`config.mk`:
```
export PLATFORM = sky130hd
export DESIGN_NAME = eeprom_i2c_slave
export DESIGN_NICKNAME = d
export VERILOG_FILES = /design/src/rtl/eeprom_i2c_pkg.sv /design/src/rtl/i2c_line_cond.sv /design/src/rtl/page_buffer.sv /design/src/rtl/write_cycle_timer.sv /design/src/rtl/eeprom_array.sv /design/src/rtl/eeprom_i2c_slave.sv
export SDC_FILE = /design/constraint.sdc
export NUM_CORES = 2
export LEC_CHECK = 0
export BUFFER_PORTS_ARGS = -buffer_cell sky130_fd_sc_hd__buf_4
export CAP_MARGIN = 20
export CORE_UTILIZATION = 48
export DETAILED_ROUTE_END_ITERATION = 12
export PLACE_DENSITY_LB_ADDON = 0.25
export SYNTH_ARGS = -nofsm -noshare
export SYNTH_HDL_FRONTEND = slang
export SYNTH_SLANG_ARGS = --single-unit
```
`constraint.sdc`:
```
create_clock -name clk -period 5.79 [get_ports clk]
set_input_delay 0.579 -clock clk [delete_from_list [all_inputs] [get_ports clk]]
set_output_delay 0.579 -clock clk [all_outputs]
set_load 0.1 [all_outputs]
```
`src/rtl/eeprom_i2c_pkg.sv`:
```
package eeprom_i2c_pkg;

  localparam logic [3:0] DEV_CODE = 4'b1010;

  typedef enum logic [3:0] {
    ST_IDLE,
    ST_SEL,
    ST_SEL_ACK,
    ST_WADR,
    ST_WADR_ACK,
    ST_WDAT,
    ST_WDAT_ACK,
    ST_RDAT,
    ST_RACK
  } bus_state_t;

endpackage

```
`src/rtl/i2c_line_cond.sv`:
```
// Synchronises SCL/SDA and derives clock edges and bus conditions.
module i2c_line_cond #(
  parameter int SYNC_STAGES = 2
) (
  input  logic clk,
  input  logic rst_n,
  input  logic scl_i,
  input  logic sda_i,
  output logic sda_lvl,
  output logic scl_rise,
  output logic scl_fall,
  output logic start_det,
  output logic stop_det
);

  logic [SYNC_STAGES-1:0] scl_q, sda_q;
  logic scl_p_q, sda_p_q;
  logic scl_s, sda_s;

  assign scl_s = scl_q[SYNC_STAGES-1];
  assign sda_s = sda_q[SYNC_STAGES-1];

  always_ff @(posedge clk or negedge rst_n) begin
    if (!rst_n) begin
      scl_q   <= '1;
      sda_q   <= '1;
      scl_p_q <= 1'b1;
      sda_p_q <= 1'b1;
    end else begin
      scl_q   <= {scl_q[SYNC_STAGES-2:0], scl_i};
      sda_q   <= {sda_q[SYNC_STAGES-2:0], sda_i};
      scl_p_q <= scl_s;
      sda_p_q <= sda_s;
    end
  end

  assign sda_lvl   = sda_s;
  assign scl_rise  = scl_s & ~scl_p_q;
  assign scl_fall  = ~scl_s & scl_p_q;
  assign start_det = scl_s & scl_p_q & sda_p_q & ~sda_s;
  assign stop_det  = scl_s & scl_p_q & ~sda_p_q & sda_s;

endmodule

```
`src/rtl/page_buffer.sv`:
```
// Page latch: gathers bytes, then writes valid entries one per clock on commit.
module page_buffer #(
  parameter int ADDR_W     = 8,
  parameter int DATA_W     = 8,
  parameter int PAGE_BYTES = 8
) (
  input  logic              clk,
  input  logic              rst_n,
  input  logic              clear,
  input  logic              load_en,
  input  logic [ADDR_W-1:0] load_addr,
  input  logic [DATA_W-1:0] load_data,
  input  logic              commit,
  output logic              pending,
  output logic              mem_we,
  output logic [ADDR_W-1:0] mem_waddr,
  output logic [DATA_W-1:0] mem_wdata
);

  localparam int IDX_W  = $clog2(PAGE_BYTES);
  localparam int BASE_W = ADDR_W - IDX_W;
  localparam logic [IDX_W-1:0] LAST_IDX = IDX_W'(PAGE_BYTES - 1);

  logic [DATA_W-1:0]     data_q [PAGE_BYTES];
  logic [PAGE_BYTES-1:0] valid_q;
  logic [BASE_W-1:0]     base_q, base_d;
  logic                  run_q, run_d;
  logic [IDX_W-1:0]      idx_q, idx_d;
  logic                  clr_all;

  assign clr_all = (clear && !run_q) || (run_q && idx_q == LAST_IDX);

  for (genvar k = 0; k < PAGE_BYTES; k++) begin : g_entry
    logic hit;
    assign hit = load_en && (load_addr[IDX_W-1:0] == IDX_W'(k));

    always_ff @(posedge clk) begin
      if (hit) data_q[k] <= load_data;
    end

    always_ff @(posedge clk or negedge rst_n) begin
      if (!rst_n)       valid_q[k] <= 1'b0;
      else if (clr_all) valid_q[k] <= 1'b0;
      else if (hit)     valid_q[k] <= 1'b1;
    end
  end

  always_comb begin
    base_d = base_q;
    run_d  = run_q;
    idx_d  = idx_q;
    if (load_en) base_d = load_addr[ADDR_W-1:IDX_W];
    if (run_q) begin
      idx_d = idx_q + IDX_W'(1);
      if (idx_q == LAST_IDX) run_d = 1'b0;
    end else if (commit) begin
      run_d = 1'b1;
      idx_d = '0;
    end
  end

  always_ff @(posedge clk or negedge rst_n) begin
    if (!rst_n) begin
      base_q <= '0;
      run_q  <= 1'b0;
      idx_q  <= '0;
    end else begin
      base_q <= base_d;
      run_q  <= run_d;
      idx_q  <= idx_d;
    end
  end

  assign pending   = |valid_q;
  assign mem_we    = run_q && valid_q[idx_q];
  assign mem_waddr = {base_q, idx_q};
  assign mem_wdata = data_q[idx_q];

endmodule

```
`src/rtl/write_cycle_timer.sv`:
```
// Self-timed programming window: prescaler followed by step timer.
module write_cycle_timer #(
  parameter int PRESCALE = 128,
  parameter int STEPS    = 16
) (
  input  logic clk,
  input  logic rst_n,
  input  logic start,
  output logic busy
);

  localparam int PW = $clog2(PRESCALE);
  localparam int SW = $clog2(STEPS);

  logic [PW-1:0] pre_q, pre_d;
  logic [SW-1:0] step_q, step_d;
  logic          busy_q, busy_d;

  always_comb begin
    pre_d  = pre_q;
    step_d = step_q;
    busy_d = busy_q;
    if (busy_q) begin
      if (pre_q == PW'(PRESCALE - 1)) begin
        pre_d = '0;
        if (step_q == SW'(STEPS - 1)) busy_d = 1'b0;
        else                          step_d = step_q + SW'(1);
      end else begin
        pre_d = pre_q + PW'(1);
      end
    end else if (start) begin
      busy_d = 1'b1;
      pre_d  = '0;
      step_d = '0;
    end
  end

  always_ff @(posedge clk or negedge rst_n) begin
    if (!rst_n) begin
      pre_q  <= '0;
      step_q <= '0;
      busy_q <= 1'b0;
    end else begin
      pre_q  <= pre_d;
      step_q <= step_d;
      busy_q <= busy_d;
    end
  end

  assign busy = busy_q;

endmodule

```
`src/rtl/eeprom_array.sv`:
```
// Storage array model: one write port, registered read port.
module eeprom_array #(
  parameter int ADDR_W = 8,
  parameter int DATA_W = 8
) (
  input  logic              clk,
  input  logic              we,
  input  logic [ADDR_W-1:0] waddr,
  input  logic [DATA_W-1:0] wdata,
  input  logic [ADDR_W-1:0] raddr,
  output logic [DATA_W-1:0] rdata
);

  localparam int DEPTH = 1 << ADDR_W;

  logic [DATA_W-1:0] cell_q [DEPTH];
  logic [DATA_W-1:0] rdata_q;

  always_ff @(posedge clk) begin
    if (we) cell_q[waddr] <= wdata;
    rdata_q <= cell_q[raddr];
  end

  assign rdata = rdata_q;

endmodule

```
`src/rtl/eeprom_i2c_slave.sv`:
```
module eeprom_i2c_slave
  import eeprom_i2c_pkg::*;
#(
  parameter int PAGE_BYTES  = 8,
  parameter int PRESCALE    = 128,
  parameter int TIMER_STEPS = 16,
  parameter int SYNC_STAGES = 2
) (
  input  logic       clk,
  input  logic       rst_n,
  input  logic       scl_i,
  input  logic       sda_i,
  input  logic [2:0] strap_i,
  output logic       sda_oe_o
);

  localparam int ADDR_W = 8;
  localparam int BYTE_W = 8;
  localparam int IDX_W  = $clog2(PAGE_BYTES);
  localparam int CNT_W  = $clog2(BYTE_W + 1);
  localparam logic [CNT_W-1:0] FULL = CNT_W'(BYTE_W);

  // reset: asynchronous assert, synchronous release
  logic [1:0] rst_sync_q;
  logic       rst_ni;
  always_ff @(posedge clk or negedge rst_n) begin
    if (!rst_n) rst_sync_q <= 2'b00;
    else        rst_sync_q <= {rst_sync_q[0], 1'b1};
  end
  assign rst_ni = rst_sync_q[1];

  logic sda_lvl, scl_rise, scl_fall, start_det, stop_det;

  i2c_line_cond #(.SYNC_STAGES(SYNC_STAGES)) u_line (
    .clk      (clk),
    .rst_n    (rst_ni),
    .scl_i    (scl_i),
    .sda_i    (sda_i),
    .sda_lvl  (sda_lvl),
    .scl_rise (scl_rise),
    .scl_fall (scl_fall),
    .start_det(start_det),
    .stop_det (stop_det)
  );

  bus_state_t        state_q, state_d;
  logic [CNT_W-1:0]  cnt_q, cnt_d;
  logic [BYTE_W-1:0] sreg_q, sreg_d;
  logic              pull_q, pull_d;
  logic              rw_q, rw_d;
  logic              mack_q, mack_d;
  logic [ADDR_W-1:0] ptr_q, ptr_d;

  logic              lat_load, lat_clear, commit, lat_pending, busy;
  logic              mem_we;
  logic [ADDR_W-1:0] mem_waddr;
  logic [BYTE_W-1:0] mem_wdata, rd_byte;
  logic              byte_full, sel_match;

  page_buffer #(.ADDR_W(ADDR_W), .DATA_W(BYTE_W), .PAGE_BYTES(PAGE_BYTES)) u_page (
    .clk      (clk),
    .rst_n    (rst_ni),
    .clear    (lat_clear),
    .load_en  (lat_load),
    .load_addr(ptr_q),
    .load_data(sreg_q),
    .commit   (commit),
    .pending  (lat_pending),
    .mem_we   (mem_we),
    .mem_waddr(mem_waddr),
    .mem_wdata(mem_wdata)
  );

  write_cycle_timer #(.PRESCALE(PRESCALE), .STEPS(TIMER_STEPS)) u_timer (
    .clk  (clk),
    .rst_n(rst_ni),
    .start(commit),
    .busy (busy)
  );

  eeprom_array #(.ADDR_W(ADDR_W), .DATA_W(BYTE_W)) u_array (
    .clk  (clk),
    .we   (mem_we),
    .waddr(mem_waddr),
    .wdata(mem_wdata),
    .raddr(ptr_q),
    .rdata(rd_byte)
  );

  assign byte_full = (cnt_q == FULL);
  assign sel_match = (sreg_q[7:4] == DEV_CODE) && (sreg_q[3:1] == strap_i) && !busy;

  always_comb begin
    state_d   = state_q;
    cnt_d     = cnt_q;
    sreg_d    = sreg_q;
    pull_d    = pull_q;
    rw_d      = rw_q;
    mack_d    = mack_q;
    ptr_d     = ptr_q;
    lat_load  = 1'b0;
    lat_clear = 1'b0;
    commit    = 1'b0;
    if (stop_det) begin
      state_d = ST_IDLE;
      pull_d  = 1'b0;
      commit  = lat_pending;
    end else if (start_det) begin
      state_d   = ST_SEL;
      cnt_d     = '0;
      pull_d    = 1'b0;
      lat_clear = 1'b1;
    end else begin
      case (state_q)
        ST_SEL, ST_WADR, ST_WDAT: begin
          if (scl_rise && !byte_full) begin
            sreg_d = {sreg_q[BYTE_W-2:0], sda_lvl};
            cnt_d  = cnt_q + CNT_W'(1);
          end else if (scl_fall && byte_full) begin
            pull_d = 1'b1;
            if (state_q == ST_SEL) begin
              if (sel_match) begin
                rw_d    = sreg_q[0];
                state_d = ST_SEL_ACK;
              end else begin
                pull_d  = 1'b0;
                state_d = ST_IDLE;
              end
            end else if (state_q == ST_WADR) begin
              ptr_d   = sreg_q;
              state_d = ST_WADR_ACK;
            end else begin
              lat_load = 1'b1;
              ptr_d    = {ptr_q[ADDR_W-1:IDX_W], ptr_q[IDX_W-1:0] + IDX_W'(1)};
              state_d  = ST_WDAT_ACK;
            end
          end
        end
        ST_SEL_ACK: begin
          if (scl_fall) begin
            cnt_d = '0;
            if (rw_q) begin
              state_d = ST_RDAT;
              sreg_d  = rd_byte;
              pull_d  = ~rd_byte[BYTE_W-1];
            end else begin
              state_d = ST_WADR;
              pull_d  = 1'b0;
            end
          end
        end
        ST_WADR_ACK, ST_WDAT_ACK: begin
          if (scl_fall) begin
            cnt_d   = '0;
            pull_d  = 1'b0;
            state_d = ST_WDAT;
          end
        end
        ST_RDAT: begin
          if (scl_rise && !byte_full) begin
            cnt_d = cnt_q + CNT_W'(1);
          end else if (scl_fall && cnt_q != '0) begin
            if (byte_full) begin
              pull_d  = 1'b0;
              ptr_d   = ptr_q + ADDR_W'(1);
              state_d = ST_RACK;
            end else begin
              sreg_d = {sreg_q[BYTE_W-2:0], 1'b0};
              pull_d = ~sreg_q[BYTE_W-2];
            end
          end
        end
        ST_RACK: begin
          if (scl_rise) begin
            mack_d = ~sda_lvl;
          end else if (scl_fall) begin
            if (mack_q) begin
              state_d = ST_RDAT;
              cnt_d   = '0;
              sreg_d  = rd_byte;
              pull_d  = ~rd_byte[BYTE_W-1];
            end else begin
              state_d = ST_IDLE;
            end
          end
        end
        default: ;
      endcase
    end
  end

  always_ff @(posedge clk or negedge rst_ni) begin
    if (!rst_ni) begin
      state_q <= ST_IDLE;
      cnt_q   <= '0;
      sreg_q  <= '0;
      pull_q  <= 1'b0;
      rw_q    <= 1'b0;
      mack_q  <= 1'b0;
      ptr_q   <= '0;
    end else begin
      state_q <= state_d;
      cnt_q   <= cnt_d;
      sreg_q  <= sreg_d;
      pull_q  <= pull_d;
      rw_q    <= rw_d;
      mack_q  <= mack_d;
      ptr_q   <= ptr_d;
    end
  end

  assign sda_oe_o = pull_q;

endmodule

```
==> run metrics <==
layout cells sized above 1=0.2323; PostCTS Resize Cnt=0; Final period util=0.7926; GRT Overall Usage=0.2497; Post-synth EDFFs=2112; Slowest cell on crit path=nor3_1; crit path kind=register to register; Synth Instances=4116; f_max=217.9 MHz; Req. time, crit path=6.28 ns; Filler cells=13360; CP max FO=16; synthesized area=0.08540 mm^2; Reg clk slew, reported paths=0.06 ns; routed wire length per instance=33.08 um; Final nets=4238; Data arrival, critical path=5.08 ns; dpl hpwl=132100 um; vias in the first global route=42010; Post-Syn Area per Cell=20.75 um^2; GP Congestion=0.8862; slew of the pin with the lowest slew margin=1.170 ns; dpl cells=6340; total congestion overflow=0; 1st-pass router iterations=10; sequential share of the synthesized area=0.7634; number of port buffers=7; vias per cell=6.384; clock sinks=2184; CP peak stage delay=0.93 ns; worst path cell trace=mux4_2 -> mux2_2 -> nand2_1 -> nor3_1 -> nand3_1 -> nor2_1; Area Overhead vs Synth=11.68%; CTS tree=yes; P per Cell Area=335.6 mW/mm^2; area of the multi-input gates=0.01901 mm^2; die height=423.8 um; CTS HTree Levels=4; #FFs+latches synth=2184; first-pass GRT wire length=318900 um; initial antenna violation count=4; Clock Skews=0.03990 ns; largest net degree at the start of global routing=126; Register Area=0.06521 mm^2; maximum VDD drop=317.8 uV; commonest non-fill, non-tap cell in the layout=edfxtp_1; CTS Buf Count=211; row cnt=154; Final Non-Filler Cells=6732; Synth warnings=0; pins over their slew limit=0; post-layout minimum cycle time=4.589 ns; final setup violation count=0; status=complete, but fails checks; max cap viols=0; Max Root-Sink Buffers=3; hold_ws=0.06299 ns; final hold viol count=0; max_slew headroom=0.2142; fin util=0.5404; most frequent cells in the layout=edfxtp_1 (2112), mux4_2 (512), nor2_1 (309), clkbuf_16 (216), mux2i_1 (132); Hold/Removal Path Class=input pin to asynchronous set/reset pin; CP endpoint kind=register; Syn Nets=4138; Post-Route Setup TNS=0 ns; failing checks=design-rule violations; clock root cell=clkbuf_16; Final ANT Viol Nets=0; Leakage=29.24 nW; I/O pins=8; count of cell types in the netlist=76; CP Launch Type=register; effective utilization at floorplan=0.4838; Detailed Route Iter0 Violations=5891; Die Width=423.8 um; # DRC=6; via count=42980; wirelength, routed=222700 um; die area=0.1796 mm^2; Post-synth top flop=edfxtp_1; async set-reset flop share out of synthesis=0.02930; clk_lat worst skew=0.87 ns; Core Box Area=0.1765 mm^2; RSZ-0062 raised after global routing=no
[metrics by stage]
stage	total power, mW	cell area (um^2)	setup WS [ns]
finish	32.01	95370	1.201
global route	32.77	95370	0.9695
CTS	32.13	95370	1.276
detailed placement	18.56	88440	1.301
global placement	18.54	88420	1.394
floorplan	18.28	85400	1.910
[critical path: cells and delay by family, from the launching register on]
family	cells	cell delay, ns
multiplexers	2	0.51
flip-flops	1	0.80
AND/OR/NAND/NOR	4	2.92
[synthesized netlist by cell type, types with 4 or more instances]
master | n | share of area
a2111oi_0 | 10 | 0.0010
a211o_1 | 4 | 0.00041
a211oi_1 | 11 | 0.00097
a21oi_1 | 63 | 0.0037
a221oi_1 | 27 | 0.0028
a22o_1 | 11 | 0.0011
a22oi_1 | 76 | 0.0067
a311o_1 | 4 | 0.00047
a31oi_1 | 7 | 0.00051
a32o_1 | 4 | 0.00047
and2_1 | 7 | 0.00051
and3_1 | 13 | 0.00095
buf_1 | 16 | 0.00070
buf_2 | 41 | 0.0024
buf_4 | 43 | 0.0038
buf_6 | 18 | 0.0024
buf_8 | 4 | 0.00070
clkbuf_1 | 111 | 0.0049
dfrtp_1 | 58 | 0.017
dfstp_2 | 6 | 0.0018
dfxtp_1 | 8 | 0.0019
edfxtp_1 | 2112 | 0.74
ha_1 | 15 | 0.0022
inv_1 | 19 | 0.00084
mux2_2 | 38 | 0.0050
mux2i_1 | 132 | 0.015
mux4_1 | 5 | 0.0015
mux4_2 | 512 | 0.14
nand2_1 | 130 | 0.0057
nand2b_1 | 6 | 0.00044
nand3_1 | 36 | 0.0021
nand4_1 | 8 | 0.00059
nor2_1 | 311 | 0.014
nor2b_1 | 20 | 0.0015
nor3_1 | 16 | 0.00094
nor4_1 | 4 | 0.00029
o2111ai_1 | 6 | 0.00062
o211ai_1 | 17 | 0.0015
o21ai_0 | 95 | 0.0056
o221ai_1 | 8 | 0.00082
o22ai_1 | 10 | 0.00073
o31ai_1 | 7 | 0.00062
xor2_1 | 7 | 0.00072
[layer usage]
layer	vias to the layer above	GRT usage	routed length, um
met5	-	0	21
li1	17270	-	-
met1	22870	0.3706	92130
met3	375	0.05756	22370
met2	2458	0.3652	100400
met4	4	0.08664	7805
[flip-flops by register name (all words and copies together), names as in the netlist, 5 cells and up]
name and count:
u_page.valid_q 8, u_timer.pre_q 7, sreg_q 8, u_page.data_q 64, u_array.cell_q 2048, u_page.base_q 5, u_array.rdata 8, ptr_q 8
[power by group]
| group | internal, mW | switching (mW) |
|---|---|---|
| Sequential | 17.3 | 0.173 |
| Combinational | 0.291 | 0.465 |
| Clock | 7.85 | 5.92 |
| Total | 25.4 | 6.56 |
[path summary, 6_finish.rpt]
path	startpoint	to	slack, ns	depth (start not counted)
worst max-delay path	u_page.idx_q[0]	u_array.cell_q[120][3]	1.20	6
worst min-delay path	rst_n	rst_sync_q[1]	0.06	2
worst max register to register	u_page.idx_q[0]	u_array.cell_q[120][3]	1.20	6
worst min register to register	rst_sync_q[0]	rst_sync_q[1]	0.36	0
max in group asynchronous	rst_sync_q[1]	ptr_q[2]	4.70	1
min in group clk	rst_sync_q[0]	rst_sync_q[1]	0.36	0
[kinds of logic after synthesis]
family                   after synthesis  share of synthesized area
AND/OR/NAND/NOR                      571                    0.02860
XOR/XNOR                               9                  0.0009231
adder cells (fa/ha/maj)               15                   0.002198
other                                  1                 0.00004391
multiplexers                         687                     0.1571
flip-flops                          2184                     0.7634
buffers and inverters                256                    0.01642
AO/OA/AOI/OAI                        393                    0.03137
[layout make-up]
cell class / count / area share
Antenna cell: 2 / 0.00005248
Clock buffer: 254 / 0.05859
Clock inverter: 133 / 0.01372
Inverter: 20 / 0.0008396
Multi-Input combinational cell: 1676 / 0.1994
Sequential cell: 2184 / 0.6837
Tap cell: 2340 / 0.03070
Timing Repair Buffer: 123 / 0.01304
[repair_timing]
item / 4_1_cts / 5_1_grt
setup buffers: 0 / 0
hold buffers: 3 / 0
endpoints found under the hold margin: 4 / 0
No activity file was read; power rests on OpenSTA's default activity.
